--- config.mk ---
export PLATFORM = sky130hd
export DESIGN_NAME = pdm_deviation_monitor
export DESIGN_NICKNAME = d
export VERILOG_FILES = /design/src/rtl/pdm_pkg.sv /design/src/rtl/pdm_seqdiv.sv /design/src/rtl/pdm_window_acc.sv /design/src/rtl/pdm_interval_acc.sv /design/src/rtl/pdm_core_limit.sv /design/src/rtl/pdm_deviation_monitor.sv
export SDC_FILE = /design/constraint.sdc
export NUM_CORES = 1
export LEC_CHECK = 0
export BUFFER_PORTS_ARGS = -buffer_cell sky130_fd_sc_hd__buf_4
export CORE_MARGIN = 2
export CORE_UTILIZATION = 50
export DETAILED_ROUTE_END_ITERATION = 16
export GPL_ROUTABILITY_DRIVEN = 0
export PLACE_DENSITY = 0.69
export SETUP_SLACK_MARGIN = 0.2
export SLEW_MARGIN = 30
export SYNTH_ARGS = -nofsm -noshare
export SYNTH_HDL_FRONTEND = slang
export SYNTH_HIERARCHICAL = 1
export SYNTH_SLANG_ARGS = --single-unit
--- constraint.sdc ---
create_clock -name clk -period 5.3 [get_ports clk]
set_input_delay 0.53 -clock clk [delete_from_list [all_inputs] [get_ports clk]]
set_output_delay 0.53 -clock clk [all_outputs]
set_load 0.03 [all_outputs]
--- src/rtl/pdm_pkg.sv ---
// Shared constants and helpers for the power deviation monitor.
// Assumes operands fit in 32 bits.
package pdm_pkg;
    localparam int unsigned PDM_PCT_SCALE = 100;
    localparam int unsigned PDM_PCT_BITS  = 7;

    // Distance between two unsigned values.
    function automatic logic [31:0] pdm_absdiff(input logic [31:0] a, input logic [31:0] b);
        return (a >= b) ? (a - b) : (b - a);
    endfunction
endpackage

--- src/rtl/pdm_seqdiv.sv ---
// Restoring shift-subtract divider: one quotient bit per cycle.
// NUM_W cycles after start it gives done for one cycle with the quotient.
// Assumes start is not raised while busy. Divisor 0 gives all-ones quotient.
module pdm_seqdiv #(
    parameter int NUM_W = 16,
    parameter int DEN_W = 4
) (
    input  logic             clk,
    input  logic             rst_n,
    input  logic             start,
    input  logic [NUM_W-1:0] dividend,
    input  logic [DEN_W-1:0] divisor,
    output logic             busy,
    output logic             done,
    output logic [NUM_W-1:0] quotient
);
    localparam int CNT_W = $clog2(NUM_W + 1);

    logic [NUM_W-1:0] quot_q;
    logic [DEN_W-1:0] rem_q;
    logic [DEN_W-1:0] dvs_q;
    logic [CNT_W-1:0] cnt_q;
    logic [DEN_W:0]   shifted;
    logic [DEN_W:0]   trial;
    logic             fits;

    // Trial subtraction for the next quotient bit.
    always_comb begin
        shifted = {rem_q, quot_q[NUM_W-1]};
        fits    = shifted >= {1'b0, dvs_q};
        trial   = shifted - {1'b0, dvs_q};
    end

    // Iteration state and completion pulse.
    always_ff @(posedge clk) begin
        if (!rst_n) begin
            quot_q <= '0;
            rem_q  <= '0;
            dvs_q  <= '0;
            cnt_q  <= '0;
            busy   <= 1'b0;
            done   <= 1'b0;
        end else begin
            done <= 1'b0;
            if (start) begin
                quot_q <= dividend;
                rem_q  <= '0;
                dvs_q  <= divisor;
                cnt_q  <= CNT_W'(NUM_W);
                busy   <= 1'b1;
            end else if (busy) begin
                rem_q  <= fits ? trial[DEN_W-1:0] : shifted[DEN_W-1:0];
                quot_q <= {quot_q[NUM_W-2:0], fits};
                cnt_q  <= cnt_q - 1'b1;
                if (cnt_q == CNT_W'(1)) begin
                    busy <= 1'b0;
                    done <= 1'b1;
                end
            end
        end
    end

    assign quotient = quot_q;

    a_r4_no_restart: assert property (@(posedge clk) disable iff (!rst_n) start |-> !busy);
    a_r4_done_follows_busy: assert property (@(posedge clk) disable iff (!rst_n) done |-> $past(busy));
endmodule

--- src/rtl/pdm_window_acc.sv ---
// Sums accepted total-power samples over one millisecond window.
// close_sum includes a sample arriving in the tick cycle. The tick clears the sum.
// Assumes at most SAMPLES_PER_MS samples per window, so the width suffices.
module pdm_window_acc #(
    parameter int SAMP_W = 12,
    parameter int WIN_W  = 16
) (
    input  logic              clk,
    input  logic              rst_n,
    input  logic              samp_valid,
    input  logic [SAMP_W-1:0] samp,
    input  logic              ms_tick,
    output logic [WIN_W-1:0]  close_sum
);
    logic [WIN_W-1:0] acc_q;
    logic [WIN_W-1:0] addend;

    // Gate the sample with its strobe.
    always_comb addend = samp_valid ? WIN_W'(samp) : '0;

    assign close_sum = acc_q + addend;

    // Running window sum, restarted at each tick.
    always_ff @(posedge clk) begin
        if (!rst_n)       acc_q <= '0;
        else if (ms_tick) acc_q <= '0;
        else              acc_q <= close_sum;
    end

    a_r8_no_wrap: assert property (@(posedge clk) disable iff (!rst_n)
        (samp_valid && !ms_tick) |=> (acc_q >= $past(acc_q)));
    a_r9_idle_holds: assert property (@(posedge clk) disable iff (!rst_n)
        (!samp_valid && !ms_tick) |=> $stable(acc_q));
endmodule

--- src/rtl/pdm_interval_acc.sv ---
// Adds |window mean - target| for each finished window.
// On the last window of an interval it raises int_start with the full sum and clears itself.
module pdm_interval_acc #(
    parameter int WIN_W       = 16,
    parameter int SAMP_W      = 12,
    parameter int INTERVAL_MS = 10,
    parameter int IVL_W       = 4,
    parameter int DEVSUM_W    = 20
) (
    input  logic                clk,
    input  logic                rst_n,
    input  logic                avg_valid,
    input  logic [WIN_W-1:0]    avg,
    input  logic [SAMP_W-1:0]   target,
    output logic                int_start,
    output logic [DEVSUM_W-1:0] int_sum
);
    import pdm_pkg::*;

    logic [DEVSUM_W-1:0] dev_acc_q;
    logic [IVL_W-1:0]    win_cnt_q;
    logic [WIN_W-1:0]    diff;
    logic                last_win;

    // Error magnitude and end-of-interval detection.
    always_comb begin
        diff      = WIN_W'(pdm_absdiff(32'(avg), 32'(target)));
        int_sum   = dev_acc_q + DEVSUM_W'(diff);
        last_win  = (win_cnt_q == IVL_W'(INTERVAL_MS - 1));
        int_start = avg_valid && last_win;
    end

    // Interval total and window counter.
    always_ff @(posedge clk) begin
        if (!rst_n) begin
            dev_acc_q <= '0;
            win_cnt_q <= '0;
        end else if (avg_valid) begin
            if (last_win) begin
                dev_acc_q <= '0;
                win_cnt_q <= '0;
            end else begin
                dev_acc_q <= int_sum;
                win_cnt_q <= win_cnt_q + 1'b1;
            end
        end
    end

    a_r4_count_bound: assert property (@(posedge clk) disable iff (!rst_n)
        win_cnt_q < IVL_W'(INTERVAL_MS));
    a_r3_diff_bound: assert property (@(posedge clk) disable iff (!rst_n)
        avg_valid |-> (32'(diff) <= ((32'(avg) > 32'(target)) ? 32'(avg) : 32'(target))));
endmodule

--- src/rtl/pdm_core_limit.sv ---
// Compares each core's sample with a common ceiling, combinationally.
// A flag is raised only in a cycle with a valid sample.
module pdm_core_limit #(
    parameter int NUM_CORES = 4,
    parameter int SAMP_W    = 12
) (
    input  logic                        samp_valid,
    input  logic [NUM_CORES*SAMP_W-1:0] core_samp,
    input  logic [SAMP_W-1:0]           core_limit,
    output logic [NUM_CORES-1:0]        over
);
    for (genvar i = 0; i < NUM_CORES; i++) begin : g_core
        // One comparator per core.
        assign over[i] = samp_valid && (core_samp[i*SAMP_W +: SAMP_W] > core_limit);
    end
endmodule

--- src/rtl/pdm_deviation_monitor.sv ---
// Top: window mean -> absolute error vs target -> interval mean -> percentage.
// Assumes ticks are spaced wider than the window divider latency (WIN_W cycles),
// and at most SAMPLES_PER_MS samples per window.
module pdm_deviation_monitor #(
    parameter int SAMP_W         = 12,
    parameter int SAMPLES_PER_MS = 8,
    parameter int INTERVAL_MS    = 10,
    parameter int NUM_CORES      = 4
) (
    input  logic                        clk,
    input  logic                        rst_n,
    input  logic                        samp_valid,
    input  logic [SAMP_W-1:0]           samp_total,
    input  logic [NUM_CORES*SAMP_W-1:0] core_samp,
    input  logic [SAMP_W-1:0]           core_limit,
    input  logic [SAMP_W-1:0]           target,
    input  logic                        ms_tick,
    output logic                        dev_valid,
    output logic [SAMP_W-1:0]           dev_value,
    output logic [SAMP_W+7-1:0]         dev_pct,
    output logic [NUM_CORES-1:0]        core_over
);
    import pdm_pkg::*;

    localparam int CNT_W    = $clog2(SAMPLES_PER_MS + 1);
    localparam int WIN_W    = SAMP_W + CNT_W;
    localparam int IVL_W    = $clog2(INTERVAL_MS + 1);
    localparam int DEVSUM_W = WIN_W + IVL_W;
    localparam int PCT_W    = SAMP_W + PDM_PCT_BITS;

    logic [WIN_W-1:0]    close_sum;
    logic                win_busy, win_done;
    logic [WIN_W-1:0]    win_avg;
    logic                int_start;
    logic [DEVSUM_W-1:0] int_sum;
    logic                ivl_busy, ivl_done;
    logic [DEVSUM_W-1:0] ivl_quot;
    logic [PCT_W-1:0]    pct_num;
    logic                pct_busy, pct_done;
    logic [PCT_W-1:0]    pct_quot;
    logic [SAMP_W-1:0]   dev_hold_q;

    pdm_window_acc #(.SAMP_W(SAMP_W), .WIN_W(WIN_W)) u_win (
        .clk(clk), .rst_n(rst_n), .samp_valid(samp_valid), .samp(samp_total),
        .ms_tick(ms_tick), .close_sum(close_sum)
    );

    pdm_seqdiv #(.NUM_W(WIN_W), .DEN_W(CNT_W)) u_div_win (
        .clk(clk), .rst_n(rst_n), .start(ms_tick), .dividend(close_sum),
        .divisor(CNT_W'(SAMPLES_PER_MS)), .busy(win_busy), .done(win_done),
        .quotient(win_avg)
    );

    pdm_interval_acc #(
        .WIN_W(WIN_W), .SAMP_W(SAMP_W), .INTERVAL_MS(INTERVAL_MS),
        .IVL_W(IVL_W), .DEVSUM_W(DEVSUM_W)
    ) u_ivl (
        .clk(clk), .rst_n(rst_n), .avg_valid(win_done), .avg(win_avg),
        .target(target), .int_start(int_start), .int_sum(int_sum)
    );

    pdm_seqdiv #(.NUM_W(DEVSUM_W), .DEN_W(IVL_W)) u_div_ivl (
        .clk(clk), .rst_n(rst_n), .start(int_start), .dividend(int_sum),
        .divisor(IVL_W'(INTERVAL_MS)), .busy(ivl_busy), .done(ivl_done),
        .quotient(ivl_quot)
    );

    // Scale the interval mean by 100 for the percentage divide.
    always_comb pct_num = PCT_W'(ivl_quot[SAMP_W-1:0]) * PCT_W'(PDM_PCT_SCALE);

    pdm_seqdiv #(.NUM_W(PCT_W), .DEN_W(SAMP_W)) u_div_pct (
        .clk(clk), .rst_n(rst_n), .start(ivl_done), .dividend(pct_num),
        .divisor(target), .busy(pct_busy), .done(pct_done), .quotient(pct_quot)
    );

    pdm_core_limit #(.NUM_CORES(NUM_CORES), .SAMP_W(SAMP_W)) u_lim (
        .samp_valid(samp_valid), .core_samp(core_samp), .core_limit(core_limit),
        .over(core_over)
    );

    // Hold the interval mean while the percentage is computed.
    always_ff @(posedge clk) begin
        if (!rst_n)        dev_hold_q <= '0;
        else if (ivl_done) dev_hold_q <= ivl_quot[SAMP_W-1:0];
    end

    // Publish both results with a one-cycle strobe.
    always_ff @(posedge clk) begin
        if (!rst_n) begin
            dev_valid <= 1'b0;
            dev_value <= '0;
            dev_pct   <= '0;
        end else begin
            dev_valid <= pct_done;
            if (pct_done) begin
                dev_value <= dev_hold_q;
                dev_pct   <= pct_quot;
            end
        end
    end

    a_r5_single_pulse: assert property (@(posedge clk) disable iff (!rst_n)
        dev_valid |=> !dev_valid);
    a_r1_quiet_after_reset: assert property (@(posedge clk) disable iff (!rst_n)
        $rose(rst_n) |-> !dev_valid);
    a_r4_mean_fits: assert property (@(posedge clk) disable iff (!rst_n)
        ivl_done |-> (ivl_quot >> SAMP_W) == '0);
    a_r2_tick_spacing: assert property (@(posedge clk) disable iff (!rst_n)
        ms_tick |-> !win_busy);
    a_r7_flag_needs_valid: assert property (@(posedge clk) disable iff (!rst_n)
        (|core_over) |-> samp_valid);
    a_r5_chain_order: assert property (@(posedge clk) disable iff (!rst_n)
        pct_done |-> !ivl_busy);
endmodule

-- Word-level counts from Yosys, hierarchy flattened
Cells that the tools add are included.
- ROM bits: 0
- input port bits: 88
- logic and storage cells: 102
- output and inout bits: 36
- latch bits: 0
- memories: 0
- bits in writable memories: 0
- bits in registers: 194
- shifts and indexed selects: 0
- add/sub/neg operators: 11
- eq/ne operators: 4
- multiply operators: 1
- reduce and logical (&&, ||, !) cells: 14
- div/mod/pow operators: 0
- bitwise operators: 4
- $lt $le $gt $ge: 8
- mux-type cells: 31
- operators with widths (operator ; number):
    $mux 20 ; 3
    $gt 12x12->1 ; 4
    $mux 16 ; 3
    $mux 19 ; 2
    $mux 5 ; 6
    $mux 12 ; 2
    $add 20x16->20 ; 1
    $mul 12x5->17 const B ; 1
    $add 16x16->16 ; 1
    $ge 16x12->1 ; 1
    $sub 12x16->16 ; 1
    $sub 16x12->16 ; 1
    $eq 5x1->1 const B ; 3
    $sub 5x1->5 const B ; 3
    $ge 13x12->1 ; 1
    $mux 1 ; 12
    $mux 4 ; 3
    $sub 12x12->12 ; 1
    $ge 5x4->1 ; 2
    $reduce_or 3->1 ; 3
    $sub 4x4->4 ; 2
    $reduce_bool 2->1 ; 3
    $reduce_or 2->1 ; 3
    $logic_and 1x1->1 ; 5
    other kinds (3) ; 6

-- Longest topological paths before layout
Gate-level depths: netlist of the first run.
- depth in word-level cells: 4
- depth in mapped cells: 24
- gate-level depth less buffers: 22

-- By module
Netlist of the first run, hierarchy kept.
- modules (own cells, without submodules) (module ; sequential area each (µm²) ; area each (µm²) ; cells an instance ; times used):
    pdm_interval_acc ; 480.5 ; 3156.8 ; 424 ; 1
    pdm_seqdiv (u_div_pct) ; 1001.0 ; 2775.2 ; 322 ; 1
    pdm_deviation_monitor ; 880.8 ; 2727.6 ; 254 ; 1
    pdm_seqdiv (u_div_ivl) ; 700.7 ; 1786.7 ; 197 ; 1
    pdm_seqdiv (u_div_win) ; 620.6 ; 1565.3 ; 177 ; 1
    pdm_window_acc ; 320.3 ; 1207.4 ; 144 ; 1
    pdm_core_limit ; 0.0 ; 1072.3 ; 135 ; 1

-- Least setup slack after synthesis of the first run
No wires, ideal clock.
- kind: input -> register
- start: in target[0]
- end: reg u_div_ivl.quot_q[14], in the netlist u_div_ivl/quotient[14]
- cell stages on the path: 20
- slack: 0.869 ns
- required time: 5.185 ns
- path buffers: 1
- data arrival time: 4.316 ns
- library setup time: 0.115 ns
- path through: ha_1 inv_1 fa_1 a21o_1 a211o_1 a22oi_2 and3_1 buf_6 mux2i_1 xor2_1 ha_1 a21oi_2 a21oi_1 a311o_1 a21o_2 a311o_1 xor2_1 nand2_1 o21ai_0 and2_1
- word-level cells in the longest chain between the ends: 4
- elaborated cells on any way between the ends: 6
- those cells by class: 3 x add/sub; 1 x order compare; 2 x mux
- ends and longest elaborated chain (element ; RTL line ; text):
    start: declaration ; pdm_deviation_monitor.sv:16 ; input logic [SAMP_W-1:0] target,
    $sub 12x16->16, or another cell as far along ; pdm_pkg.sv:9 ; return (a >= b) ? (a - b) : (b - a);
    $mux 16 * ; pdm_pkg.sv:9 ;
    $add 20x16->20 * ; pdm_interval_acc.sv:28 ; int_sum = dev_acc_q + DEVSUM_W'(diff);
    net int_sum[14] ; pdm_deviation_monitor.sv:35 ; logic [DEVSUM_W-1:0] int_sum;
    $mux 20 * ; pdm_seqdiv.sv:45 ; if (start) begin
    end signal: assignment ; pdm_seqdiv.sv:46 ; quot_q <= dividend;
    end signal: assignment ; pdm_seqdiv.sv:53 ; quot_q <= {quot_q[NUM_W-2:0], fits};
    end: declaration ; pdm_seqdiv.sv:19 ; logic [NUM_W-1:0] quot_q;
Mark *: on every way through the listed nets, which the timed path passes. The rest lies on a longest branch.
A chain may end at the register's enable or synchronous reset.

-- Worst setup path after layout of the first run
- start: reg u_div_win.quot_q[0], in the netlist u_div_win/quotient[0]
- end: reg u_div_ivl.quot_q[18], in the netlist u_div_ivl/quotient[18]
- word-level cells in the longest chain between the ends: 4
- elaborated cells on any way between the ends: 6
- those cells by class: 3 x add/sub; 1 x order compare; 2 x mux
- ends and longest elaborated chain (element ; RTL line):
    start: declaration ; pdm_seqdiv.sv:19
    start signal: assignment ; pdm_seqdiv.sv:46
    start signal: assignment ; pdm_seqdiv.sv:53
    $sub 12x16->16, or another cell as far along ; pdm_pkg.sv:9
    $mux 16 * ; pdm_pkg.sv:9
    $add 20x16->20 * ; pdm_interval_acc.sv:28
    net int_sum[18] ; pdm_deviation_monitor.sv:35
    $mux 20 * ; pdm_seqdiv.sv:45
Marked as above.

==> results of run 1 <==
report_power, final:
part	leakage [nW]	total, W	switching [W]	internal, W
Clock	0.306	0.00137	0.000704	0.000664
Sequential	1.62	0.00154	0.0000216	0.00152
Combinational	4.87	0.000615	0.000350	0.000265
cell usage in the layout (no fill, tap or decap), types with 6 or more instances in the layout:
cell	n
a211o_1	7
a211oi_1	12
a21o_1	20
a21oi_1	108
a31oi_1	15
and2_1	78
and3_1	8
buf_4	133
clkbuf_16	17
clkinv_8	8
conb_1	10
dfxtp_1	197
fa_1	14
ha_1	166
inv_1	89
mux2i_1	135
nand2_1	118
nand2b_1	17
nand3_1	47
nand4_1	25
nand4b_1	6
nor2_1	53
nor2b_1	83
nor3_1	21
o211ai_1	16
o21a_1	22
o21ai_0	111
o21ai_1	7
o21bai_1	6
o31ai_1	7
xnor2_1	42
xor2_1	32
sequential cells by signal, indices dropped and copies added (netlist names), 5 cells and up:
| signal | cells |
|---|---|
| u_div_pct/cnt_q | 5 |
| u_div_win/quotient | 16 |
| u_win/acc_q | 16 |
| dev_value | 12 |
| u_div_pct/quotient | 19 |
| u_div_pct/dvs_q | 12 |
| dev_pct | 19 |
| u_div_ivl/cnt_q | 5 |
| u_div_pct/rem_q | 12 |
| u_div_win/cnt_q | 5 |
| dev_hold_q | 12 |
| u_ivl/dev_acc_q | 20 |
| u_div_ivl/quotient | 20 |
logic make-up after synthesis:
group,count (synthesis)
muxes,136
xor gates and xnor gates,74
and+or+nand+nor,500
other,2
AOI/OAI and AO/OA,391
buffers and inverters,170
DFF,200
adders and majority gates,180
worst max-delay path, delay by kind of cell, from the launching register on:
kind,cells,cell delay (ns)
and+or+nand+nor,4,0.58
xor gates and xnor gates,1,0.14
AOI/OAI and AO/OA,8,1.68
buffers and inverters,3,0.39
adders and majority gates,3,1.02
DFF,1,0.39
muxes,1,0.39
worst paths after layout:
path                    startpoint                      to  slack, ns
max          u_div_win/quotient[0]  u_div_ivl/quotient[18]       0.61
min                      target[0]      u_div_pct/dvs_q[0]       0.37
max reg2reg  u_div_win/quotient[0]  u_div_ivl/quotient[18]       0.61
min reg2reg     u_ivl/dev_acc_q[0]      u_ivl/dev_acc_q[0]       0.48
cells in the mapped netlist (all sizes together) (23+ instances only):
library cell / n
o21ai: 119
and2: 78
o21a: 23
nand3: 47
nand4: 25
xnor2: 42
mux2i: 135
buf: 37
dfxtp: 200
a21oi: 113
xor2: 32
nor2b: 85
clkbuf: 42
inv: 90
nor2: 54
ha: 166
nand2: 119
metrics by stage:
stage | cells | power (W) | instance area, um^2
3_3_place_gp | 2093 | 0.00218 | 15400
3_5_place_dp | 2093 | 0.00219 | 15400
2_1_floorplan | 1661 | 0.00202 | 14300
6_report | 2125 | 0.00353 | 16100
4_1_cts | 2125 | 0.00357 | 16100
5_1_grt | 2125 | 0.00370 | 16100
per-layer routing:
| metal | track usage [%] | wire length, um | vias to the layer above |
|---|---|---|---|
| li1 | - | - | 6023 |
| met1 | 27.0 | 14800 | 5423 |
| met2 | 36.7 | 15100 | 232 |
| met3 | 3.98 | 1300 | 32 |
| met4 | 4.24 | 344 | 0 |
| met5 | 0 | 0 | - |
final cells by class:
class,count,area (um^2)
Clock buffer,18,439
Clock inverter,14,198
Fill cell,2551,11900
Inverter,91,342
Multi-Input combinational cell,1291,9620
Sequential cell,200,4010
Tap cell,378,473
Timing Repair Buffer,133,998
==> flow_results.org, run 1 <==
** Cells and area
- Core Util, Final :: 57.6%
- The repair_antennas step left the layout with diodes totalling 0.
- Relative to the synthesized area, the layout overhead comes to 12.5%.
- The final layout contains 2002 nets.
- Share of final-layout standard cells stronger than drive strength 1 :: between 10% and 20%

** Pwr
- Max IR drop VDD :: between 200 and 250 uV
- Summed over all cells, the static leakage comes to 6.80 nW.
- Power per standard cell area :: 219 nW/um^2

** STA
- Setup ws final :: 0.615 ns
- The max-slew violation total from the final report is 0.
- Worst hold margin :: 0.371 ns
- Fin crit share :: 88.4%
- Final worst path period need :: between 4 and 5 ns
- Setup total negative slack on the finished layout was measured at 0 ns.
- Setup repair after global routing left no endpoint under its margin.
- For the pin with the worst max-slew slack, the measured transition is 0.895 ns.
- Timing would allow up to 0.213 GHz.
- For the final database, setup skew stands at 0.0158 ns.
- Headroom to the max-slew limit came out at 40.3%.
- Number of hold violations in the final report :: 0
- Setup violations remaining at the end of the flow were counted as 0.

** Synth
- Synth Area in Simple Gates :: 19.0%
- After synthesis, flip-flops and latches occupy 28.0% of the total area.
- By area the synthesized netlist is led by dfxtp_1, ha_1, mux2i_1.
- Adder-cell share of the synthesized area :: 16.5%
- Mean instance size in the synthesized netlist :: approximately 8.6 um^2
- By area, the combinational part of the netlist is dominated by simple AND/OR/NAND/NOR gates.
- Gate Count Post-Synth :: 1653
- Post-synthesis register bit count :: 200
- Yosys mapped a number of flops with a built-in enable equal to 0.
- Count of synthesis-stage warnings from yosys :: 6
- Area share of the largest cell type after synthesis :: 28.0%
- Multiplexer area fraction after synthesis :: 9.53%
- Post-Syn Area :: 14300 um^2
- Most used DFF post-synth :: dfxtp_1
- Post-synth ARST share :: 0%
- Xor-xnor portion of the synthesized cell area :: 4.54%
- Synthesized-area fraction occupied by ao, oa, aoi and oai cells :: between 15 and 20%
- Cell accounting for the most synthesized area :: dfxtp_1
- Cell variety after synth :: slightly below 90

** Worst setup path
- Worst Reg2Reg Path Length in Cells :: 20
- The worst setup path is launched from a register.
- Data arrives at the worst endpoint at 5.03 ns.
- In this run the worst path has a maximum fanout of 18.
- Required time of the critical path :: 5.65 ns
- Ordered list of cells on the worst path :: inv_1 -> ha_1 -> inv_1 -> fa_1 -> a21o_1 -> a211o_1 -> a22oi_2 -> and3_1 -> buf_4 -> mux2_2 -> fa_1 -> a211oi_1 -> o21bai_1 -> a21o_2 -> a31oi_2 -> nor2_1 -> xor2_1 -> nand2_1 -> o21ai_0 -> and2_1
- Critical Path Max Stage Delay :: 0.46 ns
- Endpoint type of the worst setup path :: register
- The critical path in this run is classified as register to register.
- Slowest cell on crit path :: fa_1

** Clock network
- The number of setup buffers added after CTS is 0.
- Buffer type at the clock tree root :: clkbuf_16
- At the later pin of the worst-skew pair, clock insertion delay measures 0.44 ns.
- Once the clock tree was built, the resizer swapped 0 gates to a different size.
- TritonCTS built the clock tree.
- CTS hold repair buffers :: 0
- Number of clock sinks :: 200
- CTS built an H-tree with a depth of 4.
- Clk buf depth :: 2
- Clock-pin slew on the worst setup and hold paths :: 0.09 ns
- Total clock buffers created by CTS :: 17

** Die
- For this configuration, the core starts out at a cell density of approximately 50%.
- For this design the top-level I/O count stands at ~120.
- Die width :: 173 um
- The core region is 27900 um^2.
- From bottom edge to top edge, the die measures 173 um.
- The floorplan has 61 rows.
- DIE AREA :: about 30000 um^2

** Drt
- Detail-routed via count per cell :: 5.51
- Final WL :: 31600 um
- For this block, the initial DRC count from the detailed router was 661.
- For this block, the via count after detailed routing is 11700.
- In this run the remaining antenna-violating nets after routing total 0.
- After detailed routing, the number of remaining DRC violations is 0.
- Routed wire per std cell :: between 10 and 15 um
- The pre-antenna-repair detailed-routing pass consisted of 5 iterations.

** Global route
- Across every metal layer, demand over resource in global routing totals 21.0%.
- Number of global-route vias before repair :: about 11000
- Wire length of the first global-routing pass :: between 50000 and 60000 um
- The number of antenna violations at the first check in global routing was 0.
- Largest net degree at the start of global routing :: 80
- Total congestion overflow :: 0

** Job
- Max-cap viol count :: 0

** Placement
- HPWL Detailed :: 23500 um
- Count of input and output buffers :: around 120
- Before CTS, the worst setup slack after placement is around 0.35 ns.

** Min path
- The path class of the tightest hold or removal check is primary input to register.
- Number of stages on the worst hold path :: 3

** Status
- The run finished with clean final reports.
(Power assumes the default switching activity.)
==> run 2: changes to the inputs <==
- BUFFER_PORTS_ARGS: -buffer_cell sky130_fd_sc_hd__buf_4 -> -buffer_cell sky130_fd_sc_hd__buf_2
==> run 2 against run 1 <==
Register-to-register slack got worse by 0.04 ns. Via count rose by 1.3%. Power increased by 0.45%. Clock-buffer cell count decreased by 1. Worst setup slack got worse by 0.036 ns. Critical path depth decreased by 1. Hold slack gained 0.0092 ns. Largest cell class unchanged. Largest power group unchanged. Highest routed layer is now met5.
==> flow_results.org, run 2 (same netlist as run 1, synthesis figures left out) <==
** Pwr
- Max IR drop VDD :: ~200 uV
- Power per standard cell area :: 224 nW/um^2
- Leak pwr :: 6.74 nW

** STA
- Setup total negative slack on the finished layout was measured at 0 ns.
- Highest achievable clock rate :: 0.212 GHz
- RSZ-0062 raised after global routing :: no
- Fin crit share :: 89.1%
- Final worst path period need :: 4.72 ns
- Worst-margin pin slew :: between 0.8 and 0.9 ns
- Clk_skew :: between 0.015 and 0.02 ns
- Number of max-slew violations in the final report :: 0
- Number of hold violations in the final report :: 0
- The worst pin sits at a relative slew slack of roughly 41%.
- Final hold analysis gives a worst-case slack of ~0.38 ns.
- Setup violations remaining at the end of the flow were counted as 0.

** Drt
- Wires add up to 31800 um.
- After the first detailed-routing iteration, the DRC count stood at 652.
- Initial DRT Pass Iterations :: 7
- In the routed design, unresolved DRC markers number 0.
- Residual antenna-violating net count after detailed routing :: 0
- Dividing the detail-routed wire length by the instance count gives about 15 um.
- Total via count after detailed routing :: 11900
- Dividing the detail-routed via count by the number of cells gives 5.58.

** Global route
- Initial antenna violation count :: 2
- The total overflow left after global routing is 0.
- Number of global-route vias before repair :: 11500
- Largest net degree at the start of global routing :: 55
- For this run, the total global-route usage over all layers was measured as 20.9%.
- Wire length of the first global-routing pass :: 53600 um

** Die
- Measured along the x axis, the die boundary spans 173 um.
- Top-level I/O count :: around 120
- Core Footprint :: around 28000 um^2
- Measured along the y axis, the die boundary spans 173 um.
- The initial utilization of the core area, before any placement, comes to 51.2%.
- DIE AREA :: 30000 um^2
- Count of standard-cell rows :: 61

** Placement
- After detailed placement, the total cell area comes to 15100 um^2.
- Once detailed placement completed, the half-perimeter wirelength came to about 24000 um.
- Count of input and output buffers :: 123

** Clock network
- H-tree level count :: 4
- CTS hold repair buffers :: 0
- TritonCTS clock tree :: done
- The clock drives 200 sinks.
- Counting the buffers created by CTS gives 17.
- Buffer type at the clock tree root :: clkbuf_16
- Clk buf depth :: 2
- Clock insertion delay at the later pin of the skew report :: 0.45 ns
- After clock tree synthesis, the clock-pin slew on the worst setup and hold paths is 0.08 ns.
- Post-cts sizing count :: 0
- Number of setup buffers added after CTS :: 0

** Status
- The run finished with clean final reports.

** Cells and area
- Leaving out fill and tap cells, the most frequent cell in the layout is dfxtp_1.
- The net count of the finished layout is roughly 2000.
- Relative to the synthesized area, the layout overhead comes to 10.5%.
- Summing all non-filler instances in the final layout gives an area of between 15000 and 20000 um^2.
- Share of final-layout standard cells stronger than drive strength 1 :: 11.8%
- In the layout the commonest cells are dfxtp_1, ha_1, mux2i_1, buf_2, nand2_1.

** Worst setup path
- For flop-to-flop paths, the worst setup slack is 0.58 ns.
- Among all stages on the critical path, the largest delay is contributed by fa_1.
- In this design, the stage delay of the slowest critical-path cell is 0.45 ns.
- Ordered list of cells on the worst path :: inv_1 -> ha_1 -> inv_1 -> fa_1 -> a21o_1 -> a211o_1 -> a22oi_2 -> and3_1 -> buf_4 -> mux2_2 -> fa_1 -> a211oi_1 -> o21bai_1 -> a21o_2 -> a311o_1 -> xor2_1 -> nand2_1 -> o21ai_0 -> and2_1
- The worst setup path is of the register to register kind.
- Data on the critical path is required at its endpoint by about 5.7 ns.
- The worst setup path is launched from a register.
- Endpoint type of the worst setup path :: register
- Of all nets on the critical path, the largest fanout is 18.
- Data arrival time of the worst path :: 5.07 ns

** Job
- Max-cap viol count :: 0

** Min path
- The tightest min-delay check is of the primary input to register type.
-- run 2: changes by cell type in the layout (fill, tap and decap cells not counted) --
cell,before,now
buf_2,0,122
buf_4,133,12
bufinv_16,0,1
clkbuf_8,1,0
clkinv_8,8,9
diode_2,0,1
inv_12,1,0
inv_6,1,2
inv_8,3,2
-- run 2: worst max-delay path, delay by kind of cell, from the launching register on --
kind | cells | cell delay [ns]
AOI/OAI and AO/OA | 8 | 1.79
buffers and inverters | 3 | 0.38
xor gates and xnor gates | 1 | 0.17
muxes | 1 | 0.39
adders and majority gates | 3 | 0.99
and+or+nand+nor | 3 | 0.51
DFF | 1 | 0.39
-- run 2: final cells by class --
class | count | area (um^2)
clock inverters | 15 | 225
fillers | 2605 | 12100
multi-input cells | 1291 | 9620
repair buffers | 134 | 701
clock buffers | 17 | 425
well taps | 378 | 473
flip-flops and latches | 200 | 4010
diodes | 1 | 2.50
inverters | 91 | 342
-- run 2: path summary, 6_finish.rpt --
path,from,cells after the start,endpoint
max reg2reg,u_div_win/quotient[0],19,u_div_ivl/quotient[14]
max,u_div_win/quotient[0],19,u_div_ivl/quotient[14]
min,target[11],3,u_div_pct/dvs_q[11]
min reg2reg,u_ivl/dev_acc_q[0],2,u_ivl/dev_acc_q[0]
-- run 2: per-layer routing --
layer	track usage (%)	up-vias	wire (um)	part of all wire, %
li1	-	6029	-	-
met1	26.5	5542	14600	46
met2	38.1	258	15600	49
met3	3.01	30	1260	4.0
met4	3.46	2	274	0.86
met5	0	-	11	0.035
-- run 2: through the flow --
stage | power [W] | setup slack (ns) | utilization, % | instances
6_report | 0.00354 | 0.579 | 56.5 | 2127
5_1_grt | 0.00370 | 0.343 | 56.5 | 2126
4_1_cts | 0.00357 | 0.560 | 56.5 | 2126
3_5_place_dp | 0.00217 | 0.373 | 54.2 | 2094
3_3_place_gp | 0.00216 | 0.459 | 54.2 | 2094
2_1_floorplan | 0.00202 | 0.869 | - | 1661
-- run 2: where the power goes --
part	switching [W]	internal, W
Sequential	0.0000225	0.00152
Clock	0.000705	0.000695
Combinational	0.000353	0.000247
Total	0.00108	0.00246
==> run 3: changes to the inputs <==
- CELL_PAD_IN_SITES_DETAIL_PLACEMENT: default -> 0
- CELL_PAD_IN_SITES_GLOBAL_PLACEMENT: default -> 1
- PLACE_DENSITY: 0.69 -> default
- PLACE_DENSITY_LB_ADDON: default -> 0.1
- clock period: 5.3 -> 5.95 ns (I/O delays scaled with it)
==> run 3 against run 2 <==
Combinational power is 11% lower. Highest routed layer is now met4. Register-to-register slack improved by 0.41 ns. Via count down 2.2%. Critical endpoint is now u_div_ivl/quotient[17]. Hold slack better by 0.067 ns. Wire length shrank 0.31%. Die area stayed put. Largest cell class unchanged. Clock power shrank 14%. Critical path depth up 2.
==> flow_results.org, run 3 (same netlist as run 1, synthesis figures left out) <==
** Drt
- Summed over all layers, the routed wires come to between 30000 and 40000 um.
- Detail-routed via count per cell :: 5.46
- In this run, the number of DRC markers left after iteration 0 of detailed routing was 553.
- Before antenna repair, the detailed router went through 5 iterations.
- Residual antenna-violating net count after detailed routing :: 0
- The detailed router placed 11600 vias in this run.
- Number of DRC violations after detailed routing :: 0
- Routed wire per std cell :: 14.9 um

** Clock network
- Clock insertion delay at the later pin of the skew report :: 0.45 ns
- Total clock buffers created by CTS :: 17
- Clk buf depth :: 2
- Clock tree synthesis found a total of 200 sinks.
- TritonCTS built the clock tree.
- Clock-pin slew on the worst setup and hold paths :: 0.08 ns
- Number of setup buffers added after CTS :: 0
- In this run, post-CTS hold repair placed 0 buffers.
- Buffer type at the clock tree root :: clkbuf_16
- Post-cts sizing count :: 0
- CTS built an H-tree with a depth of 4.

** STA
- Clk_skew :: 0.0186 ns
- Based on the critical path, the design can be clocked at up to 0.202 GHz.
- The hold violation total from the final report was 0.
- The worst path needs 4.96 ns of the cycle, external delays included.
- Setup violations remaining at the end of the flow were counted as 0.
- Worst-margin pin slew :: 0.950 ns
- Accumulated negative setup slack :: 0 ns
- The max-slew violation total from the final report was 0.
- RSZ-0062 raised after global routing :: no
- Worst rel slew slack :: 36.7%
- Fin crit share :: 83.4%

** Pwr
- Leak pwr :: around 6.7 nW
- Power per standard cell area :: 198 nW/um^2
- The worst-case IR drop observed on VDD is around 160 uV.

** Worst setup path
- Slowest cell on crit path :: o31ai_1
- Setup slack of the most critical reg-to-reg path :: 0.99 ns
- The critical path is of the register to register type.
- Of all nets on the critical path, the largest fanout is 12.
- Dominant cell type by count on the critical path :: and3_1
- STA classifies the critical path startpoint as a register.
- STA puts the critical path data arrival time at 5.30 ns.
- The critical path goes through inv_1 -> ha_1 -> inv_1 -> fa_1 -> a21o_1 -> a211o_1 -> a22oi_2 -> and3_1 -> buf_4 -> mux2i_1 -> xor2_1 -> ha_1 -> and3_1 -> and3_1 -> a21oi_1 -> o31ai_1 -> nand2_1 -> xnor2_1 -> nand2_1 -> o21ai_0 -> and2_1.
- Timing startpoint of the critical path :: u_div_win/quotient[0]
- Critical Path Max Stage Delay :: 0.65 ns
- Worst flop-to-flop path startpoint :: u_div_win/quotient[0]
- The endpoint identified for the worst register-to-register timing path is u_div_ivl/quotient[17].
- For the worst flop-to-flop path, the logic depth is 21.
- Endpoint type of the worst setup path :: register
- Required time of the critical path :: 6.29 ns

** Die
- From bottom edge to top edge, the die measures 173 um.
- Count of standard-cell rows :: 61
- In this run the standard cell core region covers between 20000 and 30000 um^2.
- DIE AREA :: 30000 um^2
- Die width :: 173 um
- Top-level I/O count :: between 100 and 150
- Once the floorplan was initialized, standard cells occupied ~51% of the core.

** Job
- Max-cap viol count :: 0

** Cells and area
- The multi-input combinational cells in the finished layout cover a total of 9620 um^2.
- Leaving out fill and tap cells, the most frequent cells in the layout are dfxtp_1, ha_1, mux2i_1, buf_2, nand2_1.
- Area taken by flip-flops and latches :: between 4000 and 5000 um^2
- The repair_antennas step left the layout with diodes totalling 0.
- Share of final-layout standard cells stronger than drive strength 1 :: 11.7%
- Post-synthesis to final-layout area growth :: 10.1%
- The layout has 2671 filler cells.
- Most common cell after layout, fill and taps aside :: dfxtp_1
- Total Nets Final :: around 2000
- After routing the design area is 15700 um^2.

** Min path
- WHS Endpoint :: u_div_pct/dvs_q[3]
- Hold path start :: target[3]
- The min-delay analysis places its worst path in the category primary input to register.
- Number of stages on the worst hold path :: 3

** Placement
- Summed over all nets, the half-perimeter wirelength after detailed placement is ~24000 um.
- After detailed placement, the total cell area comes to 15100 um^2.
- Count of input and output buffers :: 123

** Global route
- The first global-routing pass estimated 53600 um of wire.
- The number of global-route vias before repair came to 11000.
- Entering global routing, the biggest net connects 76 pins.
- Total congestion overflow :: 0
- The number of antenna violations at the first check in global routing came to 0.
- For this run, the total global-route usage over all layers was measured as 21.2%.

** Status
- The flow ran to the end, and the final reports show no timing, DRC or antenna violations.
-- run 3: per-stage QoR --
step	worst slack [ns]	instances	total power, W	hold slack [ns]	utilization (%)
floorplan	1.45	1661	0.00180	0.445	-
global placement	0.784	2093	0.00193	0.456	54.1
detailed placement	0.738	2093	0.00194	0.465	54.2
CTS	0.998	2124	0.00314	0.435	56.3
global route	0.561	2124	0.00327	0.456	56.3
finish	0.989	2124	0.00311	0.447	56.3
-- run 3: how the worst max path moves through the flow --
| stage | endpoint | slack, ns | depth (start not counted) |
|---|---|---|---|
| finish | u_div_ivl/quotient[17] | 0.99 | 21 |
| global route | u_div_ivl/quotient[19] | 0.56 | 21 |
| CTS | u_div_ivl/quotient[17] | 1.0 | 21 |
| detailed placement | u_div_ivl/quotient[17] | 0.74 | 21 |
| global placement | u_div_ivl/quotient[17] | 0.78 | 21 |
| floorplan | u_div_ivl/quotient[14] | 1.45 | 20 |
-- run 3: metal layers --
layer | GRT usage (%) | vias to the layer above | wire [um]
met1 | 27.9 | 5383 | 15200
met2 | 37.1 | 172 | 15300
met4 | 4.10 | 0 | 263
li1 | - | 6025 | -
met3 | 3.14 | 17 | 931
met5 | 0 | - | 0
-- run 3: cell type report --
cell class / instances / area share, %
Clock buffer: 17 / 2.70
Clock inverter: 14 / 1.12
Inverter: 91 / 2.17
Multi-Input combinational cell: 1291 / 61.1
Sequential cell: 200 / 25.5
Tap cell: 378 / 3.01
Timing Repair Buffer: 133 / 4.40
-- run 3: critical path, delay by kind of cell, from the launching register on --
family,cells,cell delay (ns)
xor+xnor,2,0.24
buf+inv,3,0.40
mux,1,0.22
simple gates,6,1.22
fa+ha+maj,3,0.95
compound gates,6,1.44
flops,1,0.39
-- run 3: where the power goes --
part | switching [W] | leakage [nW] | internal [W] | total (W)
Clock | 0.000602 | 0.294 | 0.000604 | 0.00121
Combinational | 0.000312 | 4.80 | 0.000219 | 0.000531
Sequential | 0.0000195 | 1.62 | 0.00135 | 0.00137
Total | 0.000934 | 6.71 | 0.00218 | 0.00311
